## src/rtl/rob_pkg.sv

```systemverilog
package rob_pkg;

  // Step a ring index back by n positions (n no larger than depth).
  function automatic int ring_back(input int p, input int n, input int depth);
    int t;
    t = p - n;
    if (t < 0) t = t + depth;
    return t;
  endfunction

  // Step a ring index forward by one position.
  function automatic int ring_next(input int p, input int depth);
    return (p + 1 == depth) ? 0 : p + 1;
  endfunction

endpackage

```

## src/rtl/rob_payload_ram.sv

```systemverilog
module rob_payload_ram #(
  parameter int DEPTH = 16,
  parameter int PC_W  = 32
) (
  input  logic                     clk,
  input  logic                     we,
  input  logic [$clog2(DEPTH)-1:0] waddr,
  input  logic [PC_W-1:0]          wpc,
  input  logic [PC_W-1:0]          wnpc,
  input  logic [$clog2(DEPTH)-1:0] head_addr,
  output logic [PC_W-1:0]          head_pc,
  output logic [PC_W-1:0]          head_npc,
  input  logic [$clog2(DEPTH)-1:0] tail_addr,
  output logic [PC_W-1:0]          tail_pc
);
  // Write-once-per-insert storage, no reset, so it maps to distributed RAM.
  logic [PC_W-1:0] pc_mem  [DEPTH];
  logic [PC_W-1:0] npc_mem [DEPTH];

  always_ff @(posedge clk) begin
    if (we) begin
      pc_mem[waddr]  <= wpc;
      npc_mem[waddr] <= wnpc;
    end
  end

  assign head_pc  = pc_mem[head_addr];
  assign head_npc = npc_mem[head_addr];
  assign tail_pc  = pc_mem[tail_addr];
endmodule

```

## src/rtl/rob_walker.sv

```systemverilog
module rob_walker #(
  parameter int DEPTH    = 16,
  parameter int SQ_WIDTH = 4,
  parameter int SEQ_W    = 16
) (
  input  logic                                 clk,
  input  logic                                 rst,
  input  logic                                 start,
  input  logic [$clog2(DEPTH)-1:0]             start_ptr,
  input  logic [$clog2(DEPTH+1)-1:0]           start_left,
  input  logic [SEQ_W-1:0]                     bound,
  input  logic [SQ_WIDTH-1:0][SEQ_W-1:0]       probe_seq,
  output logic [SQ_WIDTH-1:0][$clog2(DEPTH)-1:0] probe_idx,
  output logic [SQ_WIDTH-1:0]                  mark,
  output logic                                 finish,
  output logic [$clog2(DEPTH+1)-1:0]           drop_cnt,
  output logic                                 done
);
  import rob_pkg::*;

  localparam int IDX_W = $clog2(DEPTH);
  localparam int CNT_W = $clog2(DEPTH + 1);
  localparam logic [CNT_W-1:0] PARK   = CNT_W'(DEPTH);
  localparam logic [CNT_W-1:0] WIDTHC = CNT_W'(SQ_WIDTH);

  logic [CNT_W-1:0] ptr_q;    // entry to examine next, PARK when idle
  logic [CNT_W-1:0] left_q;   // entries not yet examined
  logic [CNT_W-1:0] total_q;  // entries flagged so far
  logic [SEQ_W-1:0] bound_q;
  logic [CNT_W-1:0] nyoung;
  logic             active;

  assign active = (ptr_q != PARK);
  assign done   = !active;

  generate
    for (genvar k = 0; k < SQ_WIDTH; k++) begin : g_probe
      assign probe_idx[k] = IDX_W'(ring_back(int'(ptr_q), k, DEPTH));
    end
  endgenerate

  // Leading run of younger entries among this cycle's probes.
  always_comb begin
    logic alive;
    alive  = 1'b1;
    nyoung = '0;
    for (int k = 0; k < SQ_WIDTH; k++) begin
      mark[k] = active && alive && (CNT_W'(k) < left_q) && (probe_seq[k] > bound_q);
      if (mark[k]) nyoung = nyoung + CNT_W'(1);
      else         alive  = 1'b0;
    end
  end

  assign finish   = active && ((nyoung < WIDTHC) || (nyoung == left_q));
  assign drop_cnt = total_q + nyoung;

  always_ff @(posedge clk) begin
    if (rst) begin
      ptr_q   <= PARK;
      left_q  <= '0;
      total_q <= '0;
      bound_q <= '0;
    end else if (start) begin
      ptr_q   <= CNT_W'(start_ptr);
      left_q  <= start_left;
      total_q <= '0;
      bound_q <= bound;
    end else if (finish) begin
      ptr_q   <= PARK;
      left_q  <= '0;
      total_q <= '0;
    end else if (active) begin
      ptr_q   <= CNT_W'(ring_back(int'(ptr_q), int'(nyoung), DEPTH));
      left_q  <= left_q - nyoung;
      total_q <= total_q + nyoung;
    end
  end


  start_lowers_done_chk: assert property (@(posedge clk) disable iff (rst)
    start |=> !done);


  finish_parks_chk: assert property (@(posedge clk) disable iff (rst)
    finish |=> done);


  walk_progress_chk: assert property (@(posedge clk) disable iff (rst)
    (active && !start) |=> (left_q <= $past(left_q)));
endmodule

```

## src/rtl/rob_squash_walk.sv

```systemverilog
module rob_squash_walk #(
  parameter int DEPTH    = 16,
  parameter int SQ_WIDTH = 4,
  parameter int SEQ_W    = 16,
  parameter int PC_W     = 32
) (
  input  logic                       clk,
  input  logic                       rst,
  input  logic                       ins_valid,
  input  logic [SEQ_W-1:0]           ins_seq,
  input  logic [PC_W-1:0]            ins_pc,
  input  logic [PC_W-1:0]            ins_npc,
  output logic [$clog2(DEPTH)-1:0]   ins_slot,
  input  logic                       cmpl_valid,
  input  logic [$clog2(DEPTH)-1:0]   cmpl_slot,
  input  logic                       retire,
  output logic                       head_ready,
  input  logic                       squash_req,
  input  logic [SEQ_W-1:0]           squash_seq,
  output logic                       squash_done,
  output logic [$clog2(DEPTH+1)-1:0] occupancy,
  output logic [$clog2(DEPTH+1)-1:0] free_cnt,
  output logic                       full,
  output logic                       empty,
  output logic [SEQ_W-1:0]           head_seq,
  output logic [PC_W-1:0]            head_pc,
  output logic [PC_W-1:0]            head_npc,
  output logic [SEQ_W-1:0]           tail_seq,
  output logic [PC_W-1:0]            tail_pc,
  output logic                       tail_squashed
);
  import rob_pkg::*;

  localparam int IDX_W = $clog2(DEPTH);
  localparam int CNT_W = $clog2(DEPTH + 1);
  localparam logic [CNT_W-1:0] CNT_FULL = CNT_W'(DEPTH);

  logic [IDX_W-1:0] head_q, tail_q, last_idx;
  logic [CNT_W-1:0] cnt_q, cnt_nx, free_q;
  logic             full_q, empty_q;
  logic [SEQ_W-1:0] seq_q [DEPTH];
  logic [DEPTH-1:0] cmp_q, sqf_q;

  logic acc_sq, acc_ins, acc_ret;
  logic                            walk_done, walk_finish;
  logic [CNT_W-1:0]                walk_drop;
  logic [SQ_WIDTH-1:0]             walk_mark;
  logic [SQ_WIDTH-1:0][IDX_W-1:0]  walk_idx;
  logic [SQ_WIDTH-1:0][SEQ_W-1:0]  walk_seq;

  // Acceptance: a squash wins over insert and retire; all wait for the walk.
  assign acc_sq  = squash_req && walk_done;
  assign acc_ins = ins_valid && walk_done && !squash_req;
  assign acc_ret = retire && walk_done && !squash_req && !empty_q;

  assign last_idx = IDX_W'(ring_back(int'(tail_q), 1, DEPTH));

  generate
    for (genvar k = 0; k < SQ_WIDTH; k++) begin : g_seq_rd
      assign walk_seq[k] = seq_q[walk_idx[k]];
    end
  endgenerate

  rob_walker #(.DEPTH(DEPTH), .SQ_WIDTH(SQ_WIDTH), .SEQ_W(SEQ_W)) u_walker (
    .clk        (clk),
    .rst        (rst),
    .start      (acc_sq),
    .start_ptr  (last_idx),
    .start_left (cnt_q),
    .bound      (squash_seq),
    .probe_seq  (walk_seq),
    .probe_idx  (walk_idx),
    .mark       (walk_mark),
    .finish     (walk_finish),
    .drop_cnt   (walk_drop),
    .done       (walk_done)
  );

  rob_payload_ram #(.DEPTH(DEPTH), .PC_W(PC_W)) u_payload (
    .clk       (clk),
    .we        (acc_ins),
    .waddr     (tail_q),
    .wpc       (ins_pc),
    .wnpc      (ins_npc),
    .head_addr (head_q),
    .head_pc   (head_pc),
    .head_npc  (head_npc),
    .tail_addr (last_idx),
    .tail_pc   (tail_pc)
  );

  always_comb begin
    if (walk_finish) cnt_nx = cnt_q - walk_drop;
    else             cnt_nx = cnt_q + CNT_W'(acc_ins) - CNT_W'(acc_ret);
  end

  // Pointers and registered occupancy flags.
  always_ff @(posedge clk) begin
    if (rst) begin
      head_q  <= '0;
      tail_q  <= '0;
      cnt_q   <= '0;
      free_q  <= CNT_FULL;
      full_q  <= 1'b0;
      empty_q <= 1'b1;
    end else begin
      cnt_q   <= cnt_nx;
      free_q  <= CNT_FULL - cnt_nx;
      full_q  <= (cnt_nx == CNT_FULL);
      empty_q <= (cnt_nx == '0);
      if (acc_ret) head_q <= IDX_W'(ring_next(int'(head_q), DEPTH));
      if (walk_finish)
        tail_q <= IDX_W'(ring_back(int'(tail_q), int'(walk_drop), DEPTH));
      else if (acc_ins)
        tail_q <= IDX_W'(ring_next(int'(tail_q), DEPTH));
    end
  end

  // Per-entry sequence numbers and flags.
  always_ff @(posedge clk) begin
    if (rst) begin
      cmp_q <= '0;
      sqf_q <= '0;
      for (int i = 0; i < DEPTH; i++) seq_q[i] <= '0;
    end else begin
      for (int i = 0; i < DEPTH; i++) begin
        if (acc_ins && tail_q == IDX_W'(i)) begin
          seq_q[i] <= ins_seq;
          cmp_q[i] <= 1'b0;
          sqf_q[i] <= 1'b0;
        end else begin
          if (cmpl_valid && cmpl_slot == IDX_W'(i)) cmp_q[i] <= 1'b1;
          for (int k = 0; k < SQ_WIDTH; k++)
            if (walk_mark[k] && walk_idx[k] == IDX_W'(i)) sqf_q[i] <= 1'b1;
        end
      end
    end
  end

  assign ins_slot      = tail_q;
  assign head_ready    = !empty_q && cmp_q[head_q];
  assign squash_done   = walk_done;
  assign occupancy     = cnt_q;
  assign free_cnt      = free_q;
  assign full          = full_q;
  assign empty         = empty_q;
  assign head_seq      = seq_q[head_q];
  assign tail_seq      = seq_q[last_idx];
  assign tail_squashed = sqf_q[last_idx];


  no_overflow_chk: assert property (@(posedge clk) disable iff (rst)
    acc_ins |-> !full_q);


  always_comb begin
    if (!rst) count_bound_chk: assert (cnt_q <= CNT_FULL);
  end


  empty_retire_chk: assert property (@(posedge clk) disable iff (rst)
    (retire && empty_q && !ins_valid) |=> (cnt_q == '0) && $stable(head_q));


  tail_hold_chk: assert property (@(posedge clk) disable iff (rst)
    (!walk_done && !walk_finish) |=> $stable(tail_q) && $stable(cnt_q));


  walk_freeze_chk: assert property (@(posedge clk) disable iff (rst)
    !walk_done |=> $stable(head_q));
endmodule

```

## config.mk

```make
export PLATFORM = sky130hd
export DESIGN_NAME = rob_squash_walk
export DESIGN_NICKNAME = d
export VERILOG_FILES = /design/src/rtl/rob_pkg.sv /design/src/rtl/rob_payload_ram.sv /design/src/rtl/rob_walker.sv /design/src/rtl/rob_squash_walk.sv
export SDC_FILE = /design/constraint.sdc
export NUM_CORES = 2
export LEC_CHECK = 0
export BUFFER_PORTS_ARGS = -buffer_cell sky130_fd_sc_hd__buf_4
export CAP_MARGIN = 20
export CORE_ASPECT_RATIO = 1.5
export CORE_MARGIN = 5
export CORE_UTILIZATION = 60
export DETAILED_ROUTE_END_ITERATION = 7
export PLACE_DENSITY = 0.86
export SYNTH_ARGS = -nofsm -noshare
export SYNTH_HDL_FRONTEND = slang
export SYNTH_HIERARCHICAL = 1
export SYNTH_SLANG_ARGS = --single-unit
```

## constraint.sdc

```tcl
create_clock -name clk -period 11.15 [get_ports clk]
set_input_delay 1.6725 -clock clk [delete_from_list [all_inputs] [get_ports clk]]
set_output_delay 1.6725 -clock clk [all_outputs]
set_load 0.005 [all_outputs]
```

* After elaboration in Yosys (flattened, before gate mapping)
Memory sizes are Yosys's and may differ from the RTL's. A register that Yosys moved wholly into a read port is not among the register bits.
Cells that the tools add are included.
** Cells by class
- Add/sub/neg operators :: 24
- $mul :: 0
- Divide/modulo/power cells :: 0
- $lt $le $gt $ge :: 18
- Equality and inequality tests :: 95
- Shifts and indexed selects :: 0
- Mux-type cells :: 167
- Bitwise operators :: 16
- Reduce and logical (&&, ||, !) cells :: 161
** Operators with widths (count)
- $mux 16 :: 16
- $eq 4x4->1 const B :: 48
- $mux 1 :: 122
- $logic_and 1x1->1 :: 115
- $eq 4x3->1 const B :: 24
- $gt 16x16->1 :: 4
- $mux 4 :: 16
- $reduce_bool 4->1 :: 16
- $mux 5 :: 11
- $eq 4x2->1 const B :: 12
- $reduce_or 2->1 :: 16
- $lt 6x1->1 const B :: 5
- $add 4x1->4 const B :: 6
- $eq 4x1->1 const B :: 6
- $logic_not 4->1 :: 6
- $or 1x1->1 :: 16
- $eq 5x5->1 const B :: 3
- $sub 5x2->6 const B :: 2
- $add 4x1->5 const B :: 2
- $add 5x1->5 const B :: 2
- $lt 1x5->1 const A :: 2
- $lt 2x5->1 const A :: 2
- $lt 4x5->1 const B :: 2
- $lt 5x1->1 const B :: 2
- 21 further kinds :: 25
** Storage, ports and cells
- Flip-flop bits (word level) :: 83
- Bits in latches :: 0
- Memory bits (writable) :: 1280
- ROM bits :: 0
- Output and inout port bits :: 147
- Logic and storage cells :: 526
- Memories kept :: 3
** Memories
- u_payload.npc_mem :: words 16, bits a word 32, read ports 1, clocked after memory_dff 1, wr ports 1, RTL line rob_payload_ram.sv:18 : logic [PC_W-1:0] npc_mem [DEPTH];
- u_payload.pc_mem :: words 16, bits a word 32, read ports 2, clocked after memory_dff 1, wr ports 1, RTL line rob_payload_ram.sv:17 : logic [PC_W-1:0] pc_mem [DEPTH];
- seq_q :: words 16, bits a word 16, read ports 6, clocked after memory_dff 1, wr ports 16, RTL line rob_squash_walk.sv:41 : logic [SEQ_W-1:0] seq_q [DEPTH];

* Depth between registers and ports, before layout
An unclocked memory read counts as a cell.
- Word-level depth :: 24
- Depth in mapped cells :: 40

* Hierarchy
The synthesis kept the hierarchy.
** By module, submodules not included
- rob_payload_ram :: times used 1, cells an instance 1854, area each 41991.5 um^2, seq. area each 30749.5 um^2
- rob_squash_walk :: times used 1, cells an instance 1566, area each 23616.4 um^2, seq. area each 8788.4 um^2
- rob_walker :: times used 1, cells an instance 409, area each 3538.4 um^2, seq. area each 620.6 um^2

* Least setup slack after synthesis
Ideal clock, no wire load.
- Kind :: register to register
- Start :: register u_walker.ptr_q[1]
- End :: register empty_q (netlist: empty)
- Library setup time :: 0.123 ns
- Arrival :: 8.320 ns
- Data required time :: 11.027 ns
- Slack :: 2.707 ns
- Cell stages (with the launch flop) :: 39
- Path buffers :: 5
- Clock period less this slack :: 8.443 ns
- Cell sequence :: dfxtp_1 inv_1 ha_1 inv_1 buf_2 buf_6 clkbuf_1 mux4_2 mux4_2 ha_1 nor2b_1 o21a_1 o21a_1 o21a_1 o211ai_1 a211oi_1 o211a_1 ha_1 (+3 left out) ha_1 o311ai_0 a31oi_1 xor2_2 and2_2 inv_1 ha_1 nand4_1 o21a_4 buf_4 a21oi_1 buf_2 nor2_1 and3_1 or4_1 and3_1 ha_1 or2_2
** RTL lines
- from (decl) :: RTL line rob_walker.sv:26 : logic [CNT_W-1:0] ptr_q;
- from (signal assigned) :: RTL line rob_walker.sv:64 : ptr_q <= CNT_W'(start_ptr);
- from (signal assigned) :: RTL line rob_walker.sv:73 : ptr_q <= CNT_W'(ring_back(int'(ptr_q), int'(nyoung), DEPTH));
- to (signal assigned) :: RTL line rob_squash_walk.sv:110 : empty_q <= (cnt_nx == '0);
- to (decl) :: RTL line rob_squash_walk.sv:40 : logic full_q, empty_q;

==> impl_metrics.csv <==
group,metric,value,unit
routing,routed_wirelength,222,mm
synthesis,synthSimpleGateAreaFrac,4.40,%
place,port_buffers,252,
floorplan,ios,253,
worst_setup_path,reg2regPathDepth,35,
sta,worst_slew_pin_slew,1.25,ns
clock_tree,clk_pin_slew,0.07,ns
sta,fin_skew,0.0430,ns
worst_setup_path,crit_path_max_incr_delay,0.79,ns
floorplan,die_h,426,um
final_layout,syn_to_final_growth,10.8,%
worst_setup_path,cpMostUsedCell,"ha_1",
status,status,"finished, final reports clean",
worst_hold_path,worstHoldPathCells,2,
final_layout,nNetsFinal,4214,
floorplan,core-area,0.114,sq mm
global_route,overflow,0,
routing,firstDrtPassIters,7,
synthesis,yosys.area.top_type,"edfxtp_1",
global_route,grt_pass1_vias,45300,
global_route,grt.total_usage,36.2,%
place,place_hpwl,125,mm
floorplan,die_w,287,um
worst_setup_path,worstPathMaxFanout,59,
sta,rsz0062_at_grt,"false",
synthesis,synth_cell_types,76,
clock_tree,cts_htree_levels,3,
worst_setup_path,cp_slowest_cell,"inv_2",
synthesis,ys_seq_area_share,58.1,%
routing,vias,44100,
routing,via_per_inst,7.81,
power,total_power,19.0,mW
global_route,grt_first_pass_wirelength,316,mm
routing,drc,0,
final_layout,drive_above_1_share,35.5,%
worst_setup_path,arrival,11.01,ns
clock_tree,cts_hold_buf,0,
final_layout,nFillCells,7077,
synthesis,syn-cell-area,0.0691,sq mm
power,p_sw_share,36.9,%
sta,drv_slew,0,
power,power_frac_clock,22.8,%
run,cap_violations,0,
sta,tns,0,ns
synthesis,synthMuxAreaShare,28.3,%
clock_tree,insertion_delay,0.78,ns
synthesis,yosys_warnings,6,
synthesis,synth_edf_count,1280,
worst_setup_path,end_kind,"register",
floorplan,num_rows,152,
worst_hold_path,hp-class,"register to register",
sta,setup-violations-final,0,
synthesis,synth_compound_area_share,3.93,%
clock_tree,cts_tree,"yes",
clock_tree,cts.repair.resized,0,
synthesis,synth_top_family_by_area,"multiplexers",
power,cellPowerDensity,248,mW/mm^2
synthesis,synth_flop_cell,"edfxtp_1",
clock_tree,cts_buffers,121,
synthesis,yosys.area_share.adder,2.07,%
synthesis,synth_area_leaders,"edfxtp_1 (56%), mux4_2 (27%), dfxtp_1 (2.5%)",
synthesis,syn_area_per_cell,18.1,sq um
synthesis,synth_xor_area_share,0.438,%
sta,final_hold_viol_count,0,
clock_tree,postCtsSetupBuffers,0,
synthesis,netlist.area_leader.share,55.6,%
sta,min_period,10.39,ns
worst_setup_path,required,11.78,ns
worst_setup_path,worstSetupStartpointType,"register",
sta,fmax,96.3,MHz
sta,relSlewSlack,16.7,%
synthesis,async_flop_share,0,%
routing,ant_nets,0,
worst_setup_path,worst-setup-path-type,"register to register",
floorplan,die_area,0.122,sq mm
routing,first_iter_violations,6743,
routing,avgRoutedWirePerCell,39.3,um
power,pwr-share-comb,44.9,%
synthesis,synth_seq_cells,1366,
power,leakage,25.0,nW
synthesis,synthCells,3829,
global_route,grt_antenna_before_repair,15,
global_route,grt_max_degree,155,
power,intPower,12.0,mW
place,finalWeightedCongestion,1.06,
clock_tree,cts_max_path_buffers,3,
clock_tree,cts_num_sinks,1366,
clock_tree,root_buffer,"clkbuf_16",
power,switchingPower,7.01,mW
power,vdd_drop_max,0.000230,V
power,seq_power_share,32.2,%
floorplan,initial_core_util,60.4,%
sta,layout_worst_path_cycle_share,93.1,%
==> cell families after synthesis <==
group                    Yosys count
AO/OA/AOI/OAI                    384
multiplexers                     879
AND/OR/NAND/NOR                  671
other                              2
adder cells (fa/ha/maj)          111
buffers and inverters            384
XOR/XNOR                          32
flip-flops                      1366
==> per-stage QoR <==
stage                     instances  cell area (sq um)  worst slack, ns  utilization, %  hold slack (ns)
after global routing           5642              76600            0.398            66.9            0.509
final                          5648              76600            0.764            66.9            0.469
after global placement         5411              72500             1.29            63.3            0.445
after detailed placement       5411              72500             1.04            63.3            0.457
after CTS                      5637              76500            0.996            66.8            0.471
after floorplan                3830              69200             2.71               -            0.431
==> cells in the final DEF (no fill, tap or decap), types with 12 or more instances in the layout <==
master	Yosys	layout
edfxtp_1	1280	1280
mux4_2	836	836
buf_4	19	344
nor2_1	252	238
nand2_1	206	206
a22oi_1	194	194
clkbuf_16	0	122
ha_1	105	103
dfxtp_1	86	76
inv_1	73	68
a21oi_1	60	60
nor3_1	39	35
nand2b_1	41	33
a31oi_1	31	31
clkinv_1	1	28
clkinv_2	0	26
and3_1	25	25
mux4_1	21	21
mux2i_1	20	20
nor2b_1	23	19
nand3_1	20	17
nand4_1	16	16
xnor2_1	17	15
o21ai_0	14	14
bufinv_16	0	14
nor2_4	0	14
a21o_1	15	13
clkbuf_1	141	12
==> sequential cells by signal, indices dropped and copies added (netlist names), named ones only <==
| signal | cells |
|---|---|
| cmp_q | 16 |
| u_walker/ptr_q | 5 |
| full | 1 |
| free_cnt | 4 |
| sqf_q | 16 |
| ins_slot | 4 |
| u_payload/npc_mem | 512 |
| empty | 1 |
| u_walker/left_q | 5 |
| u_walker/bound_q | 16 |
| seq_q | 256 |
| head_q | 4 |
| u_payload/pc_mem | 512 |
| u_walker/total_q | 5 |
| occupancy | 5 |
==> synth_stat cells, drive strengths merged (6+ instances only) <==
| cell type | n |
|---|---|
| a211oi | 8 |
| a21o | 16 |
| a21oi | 60 |
| a221oi | 6 |
| a22oi | 194 |
| a31oi | 32 |
| a32oi | 7 |
| and2 | 14 |
| and3 | 25 |
| buf | 165 |
| clkbuf | 141 |
| dfxtp | 86 |
| edfxtp | 1280 |
| fa | 6 |
| ha | 105 |
| inv | 77 |
| mux2i | 20 |
| mux4 | 857 |
| nand2 | 206 |
| nand2b | 41 |
| nand3 | 20 |
| nand3b | 10 |
| nand4 | 16 |
| nor2 | 252 |
| nor2b | 23 |
| nor3 | 39 |
| o21a | 11 |
| o21ai | 15 |
| o22ai | 9 |
| xnor2 | 19 |
| xor2 | 13 |
==> layout make-up <==
class | instances | area [sq um] | area share (%)
tap | 1540 | 1930 | 2.52
inverter | 78 | 313 | 0.408
clock inverter | 89 | 930 | 1.21
clock buffer | 137 | 3130 | 4.09
antenna | 8 | 20.0 | 0.0261
timing repair buffer | 350 | 2710 | 3.54
sequential | 1366 | 40200 | 52.5
multi-input combinational | 2080 | 27400 | 35.8
==> per-layer routing <==
layer	wire, um	track usage (%)	up-vias	share of wire (%)
li1	-	-	16500	-
met5	56	0	-	0.025
met4	19600	24.8	10	8.9
met1	62800	40.9	22100	28
met3	27900	8.73	1143	13
met2	111000	61.2	4405	50
==> power groups by stage <==
stage / clock, mW / sequential [mW] / combinational [mW]
5_1_grt: 4.60 / 6.15 / 8.95
3_3_place_gp: 0 / 6.22 / 8.10
4_1_cts: 4.37 / 6.14 / 8.34
3_5_place_dp: 0 / 6.24 / 8.24
2_1_floorplan: 0 / 6.08 / 5.49
6_report: 4.34 / 6.13 / 8.54
==> worst max-delay path: cells and delay by family, from the launching register on <==
kind | cells | cell delay (ns)
AO/OA/AOI/OAI | 12 | 2.99
AND/OR/NAND/NOR | 8 | 2.08
buffers and inverters | 5 | 1.81
adder cells (fa/ha/maj) | 6 | 1.53
multiplexers | 2 | 0.90
flip-flops | 1 | 0.47
XOR/XNOR | 2 | 0.37
==> worst paths after layout <==
path / start / to / slack [ns]
worst max register to register: u_walker/ptr_q[0] / empty / 0.76
worst min-delay path: cmp_q[14] / cmp_q[14] / 0.47
worst min register to register: cmp_q[14] / cmp_q[14] / 0.47
worst max-delay path: u_walker/ptr_q[0] / empty / 0.76
Power figures use the tool's default switching activity.
